<file path="config.mk">
export PLATFORM = sky130hd
export DESIGN_NAME = fpil_issue_interlock
export DESIGN_NICKNAME = d
export VERILOG_FILES = /design/src/rtl/fpil_pkg.sv /design/src/rtl/fpil_div_track.sv /design/src/rtl/fpil_slot_ring.sv /design/src/rtl/fpil_pend_track.sv /design/src/rtl/fpil_issue_interlock.sv
export SDC_FILE = /design/constraint.sdc
export NUM_CORES = 1
export LEC_CHECK = 0
export ABC_AREA = 1
export CAP_MARGIN = 20
export CORE_MARGIN = 2
export CORE_UTILIZATION = 35
export CTS_CLUSTER_SIZE = 24
export DETAILED_ROUTE_END_ITERATION = 10
export SETUP_SLACK_MARGIN = 0.5
export SLEW_MARGIN = 10
export SYNTH_ARGS = -nofsm -noshare
export SYNTH_HDL_FRONTEND = slang
export SYNTH_HIERARCHICAL = 1
export SYNTH_SLANG_ARGS = --single-unit
</file>
<file path="constraint.sdc">
create_clock -name clk -period 4.51 [get_ports clk]
set_clock_uncertainty 0.1 [all_clocks]
set_input_delay 0.6765 -clock clk [delete_from_list [all_inputs] [get_ports clk]]
set_output_delay 0.6765 -clock clk [all_outputs]
set_load 0.03 [all_outputs]
</file>
<file path="src/rtl/fpil_pkg.sv">
package fpil_pkg;

    typedef enum logic [1:0] {
        U_INT = 2'd0,
        U_ADD = 2'd1,
        U_MUL = 2'd2,
        U_DIV = 2'd3
    } unit_e;

    typedef enum logic [1:0] {
        DV_IDLE = 2'd0,
        DV_BUSY = 2'd1,
        DV_LAST = 2'd2
    } div_state_e;

    typedef struct packed {
        logic busy;
        logic slot;
        logic raw;
        logic waw;
    } cause_t;

endpackage

</file>
<file path="src/rtl/fpil_div_track.sv">
module fpil_div_track
    import fpil_pkg::*;
#(
    parameter int DIV_LAT = 24,
    parameter int LW      = 5
) (
    input  logic clk,
    input  logic rst_n,
    input  logic start,
    output logic busy
);

    div_state_e        state, state_nx;
    logic [LW-1:0]     cnt;

    always_ff @(posedge clk) begin
        if (!rst_n) state <= DV_IDLE;
        else        state <= state_nx;
    end

    always_ff @(posedge clk) begin
        if (!rst_n)         cnt <= '0;
        else if (start)     cnt <= LW'(DIV_LAT);
        else if (cnt != '0) cnt <= cnt - 1'b1;
    end

    always_comb begin
        state_nx = state;
        unique case (state)
            DV_IDLE: if (start) state_nx = DV_BUSY;
            DV_BUSY: if (cnt == LW'(2)) state_nx = DV_LAST;
            DV_LAST: state_nx = start ? DV_BUSY : DV_IDLE;
            default: state_nx = DV_IDLE;
        endcase
    end

    always_comb begin
        busy = (state == DV_BUSY);
    end

    // the final-cycle state agrees with the counter
    a_r3_last_cycle: assert property (@(posedge clk) disable iff (!rst_n)
        (state == DV_LAST) |-> (cnt == LW'(1)));

    // no divide starts while the unit is occupied
    a_r3_no_overlap: assert property (@(posedge clk) disable iff (!rst_n)
        (state == DV_BUSY) |-> !start);

endmodule

</file>
<file path="src/rtl/fpil_slot_ring.sv">
module fpil_slot_ring #(
    parameter int MAXL = 24,
    parameter int LW   = 5
) (
    input  logic          clk,
    input  logic          rst_n,
    input  logic          book,
    input  logic [LW-1:0] lat,
    output logic          clash
);

    logic [MAXL:1]   slots;
    logic [MAXL+1:0] ext;
    logic [MAXL:1]   slots_nx;

    always_comb begin
        ext   = {1'b0, slots, 1'b0};
        clash = ext[lat + 1'b1];
    end

    always_comb begin
        slots_nx = slots >> 1;
        if (book) slots_nx[lat] = 1'b1;
    end

    always_ff @(posedge clk) begin
        if (!rst_n) slots <= '0;
        else        slots <= slots_nx;
    end

    // a reservation is never placed on an arrival edge already taken
    a_r4_single_booking: assert property (@(posedge clk) disable iff (!rst_n)
        book |-> !ext[lat + 1'b1]);

    // a booking shows up at its latency on the next cycle
    a_r4_booked: assert property (@(posedge clk) disable iff (!rst_n)
        book |=> slots[$past(lat)]);

endmodule

</file>
<file path="src/rtl/fpil_pend_track.sv">
module fpil_pend_track #(
    parameter int NREG = 32,
    parameter int RW   = 5,
    parameter int LW   = 5
) (
    input  logic          clk,
    input  logic          rst_n,
    input  logic          mark,
    input  logic [RW-1:0] mark_reg,
    input  logic [LW-1:0] mark_lat,
    input  logic [RW-1:0] rd_a,
    input  logic [RW-1:0] rd_b,
    input  logic [RW-1:0] rd_d,
    output logic [LW-1:0] left_a,
    output logic [LW-1:0] left_b,
    output logic [LW-1:0] left_d
);

    logic [LW-1:0] pend [NREG];

    for (genvar g = 0; g < NREG; g++) begin : g_reg
        always_ff @(posedge clk) begin
            if (!rst_n)                              pend[g] <= '0;
            else if (mark && (mark_reg == RW'(g)))   pend[g] <= mark_lat;
            else if (pend[g] != '0)                  pend[g] <= pend[g] - 1'b1;
        end
    end

    always_comb begin
        left_a = pend[rd_a];
        left_b = pend[rd_b];
        left_d = pend[rd_d];
    end

    // an issued FP write loads its marker with its latency
    a_r6_marker_load: assert property (@(posedge clk) disable iff (!rst_n)
        mark |=> (pend[$past(mark_reg)] == $past(mark_lat)));

endmodule

</file>
<file path="src/rtl/fpil_issue_interlock.sv">
module fpil_issue_interlock
    import fpil_pkg::*;
#(
    parameter int NREG    = 32,
    parameter int INT_LAT = 1,
    parameter int ADD_LAT = 4,
    parameter int MUL_LAT = 7,
    parameter int DIV_LAT = 24
) (
    input  logic       clk,
    input  logic       rst_n,
    input  logic       id_valid,
    input  logic [1:0] id_unit,
    input  logic       id_dst_en,
    input  logic [4:0] id_dst,
    input  logic       id_srca_en,
    input  logic [4:0] id_srca,
    input  logic       id_srcb_en,
    input  logic [4:0] id_srcb,
    output logic       stall,
    output logic       issue,
    output logic       stall_unit_busy,
    output logic       stall_wb_slot,
    output logic       stall_raw,
    output logic       stall_waw
);

    localparam int RW   = 5;
    localparam int M1   = (MUL_LAT > ADD_LAT) ? MUL_LAT : ADD_LAT;
    localparam int M2   = (M1 > INT_LAT) ? M1 : INT_LAT;
    localparam int MAXL = (DIV_LAT > M2) ? DIV_LAT : M2;
    localparam int LW   = $clog2(MAXL + 2);

    unit_e         unit;
    logic [LW-1:0] lat;
    logic          fp_unit;
    logic          div_busy;
    logic          slot_clash;
    logic [LW-1:0] left_a, left_b, left_d;
    cause_t        cause;

    always_comb begin
        unit = unit_e'(id_unit);
        unique case (unit)
            U_INT:   lat = LW'(INT_LAT);
            U_ADD:   lat = LW'(ADD_LAT);
            U_MUL:   lat = LW'(MUL_LAT);
            U_DIV:   lat = LW'(DIV_LAT);
            default: lat = LW'(INT_LAT);
        endcase
        fp_unit = (unit != U_INT);
    end

    fpil_div_track #(.DIV_LAT(DIV_LAT), .LW(LW)) u_div (
        .clk   (clk),
        .rst_n (rst_n),
        .start (issue && (unit == U_DIV)),
        .busy  (div_busy)
    );

    fpil_slot_ring #(.MAXL(MAXL), .LW(LW)) u_ring (
        .clk   (clk),
        .rst_n (rst_n),
        .book  (issue),
        .lat   (lat),
        .clash (slot_clash)
    );

    fpil_pend_track #(.NREG(NREG), .RW(RW), .LW(LW)) u_pend (
        .clk      (clk),
        .rst_n    (rst_n),
        .mark     (issue && fp_unit && id_dst_en),
        .mark_reg (id_dst),
        .mark_lat (lat),
        .rd_a     (id_srca),
        .rd_b     (id_srcb),
        .rd_d     (id_dst),
        .left_a   (left_a),
        .left_b   (left_b),
        .left_d   (left_d)
    );

    always_comb begin
        cause.busy = id_valid && (unit == U_DIV) && div_busy;
        cause.slot = id_valid && slot_clash;
        cause.raw  = id_valid && ((id_srca_en && (left_a != '0)) ||
                                  (id_srcb_en && (left_b != '0)));
        cause.waw  = id_valid && id_dst_en && (left_d > lat);
    end

    always_comb begin
        stall           = |cause;
        issue           = id_valid && !stall;
        stall_unit_busy = cause.busy;
        stall_wb_slot   = cause.slot;
        stall_raw       = cause.raw;
        stall_waw       = cause.waw;
    end

    // a pending FP result read as a source blocks issue
    a_r5_raw_blocks: assert property (@(posedge clk) disable iff (!rst_n)
        (id_valid && id_srca_en && (left_a != '0)) |-> !issue);

    // a divide never leaves decode while the divider is occupied
    a_r3_div_hold: assert property (@(posedge clk) disable iff (!rst_n)
        (id_valid && (unit == U_DIV) && div_busy) |-> !issue);

    // nothing stalls without an instruction
    a_r1_idle_quiet: assert property (@(posedge clk) disable iff (!rst_n)
        !id_valid |-> !(stall_unit_busy || stall_wb_slot || stall_raw || stall_waw));

endmodule

</file>
# Yosys cells after proc, flatten, opt, wreduce, memory -nomap -nowiden
# Memory sizes are Yosys's and may differ from the RTL's.
# Cells that the tools add are included.
# word_totals
word_cells,541
ram_bits,160
memories,1
regBits,31
input_bits,23
output_inout_bits,6
# classes
n_addsub,34
n_eq_ne,39
order_cmp,4
mux,301
n_bitwise,66
reduce_logical,91
# memory_table
name,depth,width,rd,rd_ports_with_merged_regs,write_ports,line_no,rtl
u_pend.pend,32,5,35,0,32,fpil_pend_track.sv:19,logic [LW-1:0] pend [NREG];
# ops
op,count
$mux 5,66
$mux 1,228
$reduce_bool 5->1,35
$sub 5x1->5 const B,33
$eq 5x5->1 const B,16
$or 1x1->1,64
$logic_and 1x1->1,45
$eq 5x4->1 const B,8
$or 23x24->24,1
$mux 23,1
$eq 5x3->1 const B,4
$pmux 5 s4,1
$eq 5x2->1 const B,3
$lt 5x6->1 const B,2
$eq 2x2->1 const B,3
$pmux 2 s3,1
$add 5x1->5 const B,1
$bmux 1 s5,1
$demux 1 s5,1
$eq 5x1->1 const B,1
$ge 5x1->1 const B,1
$gt 5x5->1,1
$logic_not 5->1,1
$eq 2x1->1 const B,2
other kinds (10),15

# Longest topological paths before layout
# depth
ltp_word,17
mapped_depth,27

# Hierarchy
# The synthesis kept the hierarchy.
# by_module_without_submodules
mod,cells_per_inst,area_per_inst_um2,n_inst
fpil_pend_track,2151,14042.2,1
fpil_slot_ring,182,1221.2,1
fpil_div_track,50,386.6,1
fpil_issue_interlock,57,355.3,1

# Least setup slack after synthesis
# OpenSTA, ideal clock, no wires.
# synth_path
path_kind,input-to-reg
from,input id_unit[0]
to,"memory u_pend.pend[7][0], enable pin"
stages,24
arrival_time_ns,3.611
n_path_buf,2
path_slack_ns,0.486
required_time_ns,4.097
path_cell_list,inv_1 > ha_1 > or2_2 > inv_2 > buf_6 > ha_1 > inv_1 > nand3_1 > nand3_1 > nand3_1 > nand2_1 > nand2_1 > nand2_1 > nand2_1 > o21ai_1 > inv_1 > nand3_4 > nor2_2 > inv_1 > nor2_4 > buf_2 > a21oi_1 > o21ai_2 > nand2_1
# synth_rtl
element,line_no,rtl
"start, declared",fpil_issue_interlock.sv:13,"input logic [1:0] id_unit,"
"end, declared",fpil_pend_track.sv:19,

# Worst setup path after layout
# layout_path
from,input id_dst[3]
to,output issue
# layout_between
elab_chain_len,6
# layout_lines
element,line_no,rtl
"start, declared",fpil_issue_interlock.sv:15,"input logic [4:0] id_dst,"
$mem_v2 32x5,n/a,
via left_d[2],fpil_issue_interlock.sv:39,"logic [LW-1:0] left_a, left_b, left_d;"
$gt 5x5->1,fpil_issue_interlock.sv:88,cause.waw = id_valid && id_dst_en && (left_d > lat);
$logic_and 1x1->1,fpil_issue_interlock.sv:88,
$reduce_or 4->1,fpil_issue_interlock.sv:92,stall = |cause;
$logic_not 1->1,fpil_issue_interlock.sv:93,issue = id_valid && !stall;
$logic_and 1x1->1,fpil_issue_interlock.sv:93,
"end, declared",fpil_issue_interlock.sv:21,"output logic issue,"
# The timed path passes the listed nets, and every way through them passes these cells.

==> results.sh <==
export IMPL_hold_ws_ps=345.8
export IMPL_synthFlopType="edfxtp_1"
export IMPL_track_usage_pct=24.38
export IMPL_die_x_um=217.8
export IMPL_ff_latch_area_mm2=0.005425
export IMPL_end_kind="primary output"
export IMPL_wirelength_mm=58.12
export IMPL_clk_pin_slew_ps=80
export IMPL_port_buffer_count=28
export IMPL_reg2reg_slack_ps=1020
export IMPL_wl_per_cell_um=19.15
export IMPL_areaGrowthSynthToFinish_pct=11.19
export IMPL_gp_congestion=0.9198
export IMPL_h_tree_depth=4
export IMPL_die_h_um=217.8
export IMPL_final_max_slew_violation_count=0
export IMPL_cts_tree="built"
export IMPL_grt_overflow=0
export IMPL_rows=78
export IMPL_start_util_pct=35.34
export IMPL_drc=0
export IMPL_required_ps=3730
export IMPL_diodes=0
export IMPL_antenna_found_initial=0
export IMPL_path_cells="clkdlybuf4s50_1 > clkinv_2 > nand2_1 > nand2_1 > nand2_1 > nand2_1 > ha_1 > nand2_1 > nor2_4 > nand2_1 > nand3_2 > nand2_4 > nand3_4 > buf_6 > nor2_4 > buf_6"
export IMPL_vias=16840
export IMPL_grt_first_pass_wirelength_mm=88.39
export IMPL_postRouteAntennaNets=0
export IMPL_finalCriticalPeriod_ps=3853
export IMPL_setup_violations=0
export IMPL_numCtsBuffers=17
export IMPL_tightest_slew_ps=1003
export IMPL_rr_worst_depth=24
export IMPL_cts_sinks=191
export IMPL_ios=29
export IMPL_syn_nets=2511
export IMPL_cp_max_fo=10
export IMPL_p_leak_nw=7.820
export IMPL_yosysUniqueCellTypes=37
export IMPL_fin_nets=2493
export IMPL_min_to="u_div/state[1]$_SDFFE_PN0P_"
export IMPL_p_per_area_mw_per_mm2=477.7
export IMPL_async_flop_share_pct=0
export IMPL_drtIter0Drc=1904
export IMPL_synth_warning_count=6
export IMPL_synth_edf_count=160
export IMPL_final_util_pct=39.30
export IMPL_first_global_vias=15570
export IMPL_hpwl_mm=38.82
export IMPL_finalCritPeriodShare_pct=85.43
export IMPL_worstHoldStart="u_div/state[1]$_SDFFE_PN0P_"
export IMPL_peakVddDrop_uv=240.5
export IMPL_ys_seq_area_share_pct=33.90
export IMPL_status="completed"
export IMPL_core_mm2=0.04528
export IMPL_path_common_cell="nand2_1"
export IMPL_cpMaxStageDelayCell="clkdlybuf4s50_1"
export IMPL_cp_start_kind="input pin"
export IMPL_postSynthCellCount=2440
export IMPL_multi_input_area_mm2=0.009037
export IMPL_critPathKind="in -> out"
export IMPL_rsz0062_at_grt="no"
export IMPL_worstPathArrival_ps=3080
export IMPL_via_per_inst=5.548
export IMPL_hold_depth=1
export IMPL_hold_viol=0
export IMPL_worstReg2RegEnd="u_pend/pend[3][0]$_DFFE_PP_"
export IMPL_cts_hold_buffers=0
export IMPL_clkLatencyLatePin_ps=520
export IMPL_yosys_register_bits=191
export IMPL_clock_path_buffers=2
export IMPL_die_area_mm2=0.04746
export IMPL_cp_slowest_stage_delay_ps=590
export IMPL_max_freq_mhz=259.5
export IMPL_min_path_type="reg -> reg"
export IMPL_drt_pass1_iter_count=8
export IMPL_reg2reg_from="u_pend/pend[9][2]$_DFFE_PP_"
export IMPL_relSlewSlack_pct=33.05
export IMPL_nFillCells=4732
export IMPL_maxCapViolCount=0
export IMPL_drive_gt1_share_pct=7.228
export IMPL_avgSynthCellArea_um2=6.560
export IMPL_synthesis_area_mm2=0.01601
export IMPL_clockRootBuffer="clkbuf_16"
export IMPL_grt_max_degree=81
## cells by family (layout without fill, tap and decap cells)
| group | Yosys count | in the layout | synth area share, % |
|---|---|---|---|
| and+or+nand+nor | 1559 | 1559 | 41.15 |
| buffers and inverters | 368 | 363 | 10.15 |
| AOI/OAI and AO/OA | 234 | 234 | 8.865 |
| DFF | 191 | 191 | 33.90 |
| adders and majority gates | 48 | 48 | 3.752 |
| xor gates and xnor gates | 40 | 40 | 2.189 |
## worst max path at each step
stage,startpoint,endpoint,slack (ps),depth (start not counted)
after detailed placement,id_unit[0],u_pend/pend[12][3]$_DFFE_PP_,-30,24
after CTS,id_unit[0],issue,520,18
after floorplan,id_unit[0],u_pend/pend[31][0]$_DFFE_PP_,520,24
final,id_dst[3],issue,660,16
after global routing,id_srcb[2],issue,520,18
after global placement,id_unit[0],u_pend/pend[1][2]$_DFFE_PP_,60,24
## stage by stage
stage | instances | TNS [ps] | area (um2) | total power, mW | worst slack, ps
CTS | 3030 | 0 | 17640 | 8.446 | 520.9
global route | 3035 | 0 | 17800 | 9.120 | 520.0
global placement | 2992 | 0 | 16870 | 6.719 | 57.66
detailed placement | 2992 | -1109 | 16870 | 6.801 | -28.94
floorplan | 2440 | 0 | 16010 | 5.767 | 518.8
finish | 3035 | 0 | 17800 | 8.502 | 656.9
## what timing repair did
item	4_1_cts	5_1_grt
gates resized for setup	28	21
gates cloned	2	3
endpoints found under the setup margin	4	90
pin swaps	2	2
setup buffers	4	2
## state kept, by name, summed over array words and instances (netlist names)
register and cells:
u_div/state 2, u_div/cnt 5, u_pend/pend 160, u_ring/slots 24
## cell usage after synthesis, types with 2 or more instances
library cell / number / share of area [%]
buf_2: 53 / 1.7
nor2_2: 4 / 0.16
clkbuf_1: 28 / 0.66
xnor2_1: 9 / 0.49
o21ai_0: 45 / 1.4
xor2_1: 31 / 1.7
clkbuf_2: 3 / 0.094
a21oi_1: 32 / 1.0
clkinv_1: 3 / 0.070
nand3_2: 4 / 0.25
buf_1: 5 / 0.12
o21ai_2: 25 / 1.4
nand2_1: 881 / 21
nand3_4: 2 / 0.22
edfxtp_1: 160 / 30
inv_2: 3 / 0.070
nand2_2: 3 / 0.12
buf_6: 6 / 0.42
nor2_4: 4 / 0.28
inv_4: 3 / 0.12
nand3_1: 477 / 15
nor2_1: 171 / 4.0
ha_1: 48 / 3.8
o21ai_1: 17 / 0.53
o22ai_1: 111 / 4.3
a21oi_2: 4 / 0.22
nor3_1: 6 / 0.19
dfxtp_1: 31 / 3.9
inv_1: 232 / 5.4
buf_4: 32 / 1.5
## layout by cell type, fill, tap and decap left out, types with 2 or more instances in the layout
master	n
nand2_1	880
nand3_1	477
inv_1	224
nor2_1	171
edfxtp_1	160
o22ai_1	111
ha_1	44
o21ai_0	44
buf_4	38
a21oi_1	31
dfxtp_1	31
xor2_1	30
o21ai_2	25
clkbuf_16	19
o21ai_1	18
buf_12	15
clkdlybuf4s50_1	12
inv_2	8
buf_6	8
xnor2_1	8
inv_6	7
clkinv_8	7
nor3_1	6
nor2_4	5
a21oi_2	5
nand2_2	4
nand3_2	4
buf_2	4
dlygate4sd2_1	4
nor2_2	3
inv_8	3
nand3_4	2
ha_2	2
clkinvlp_4	2
dlymetal6s2s_1	2
clkinv_1	2
buf_16	2
inv_4	2
ha_4	2
## power breakdown
part           leakage [nW]  internal (mW)  switching (mW)  total [mW]
combinational          5.53           1.33            2.07        3.40
sequential             1.99           2.67           0.846        3.52
clock                 0.297          0.753           0.833        1.59
total                  7.82           4.75            3.75        8.50
## layout make-up
class / count / area share [%]
Timing Repair inverter: 2 / 0.09139
Inverter: 241 / 5.280
Clock buffer: 17 / 2.390
Tap cell: 600 / 4.218
Clock inverter: 15 / 1.062
Timing Repair Buffer: 88 / 5.695
Sequential cell: 191 / 30.48
Multi-Input combinational cell: 1881 / 50.78
## critical path, delay by kind of cell
| family | cells | cell delay [ps] |
|---|---|---|
| buf+inv | 4 | 1100 |
| fa+ha+maj | 1 | 300 |
| simple gates | 11 | 990 |
## metal layers
layer,track usage (%),vias up,part of all wire [%]
met1,32.07,7910,42
li1,-,8031,-
met5,0,-,0
met4,12.13,0,4.3
met2,37.71,759,44
met3,5.384,138,9.2
No activity file was read; power rests on OpenSTA's default activity.
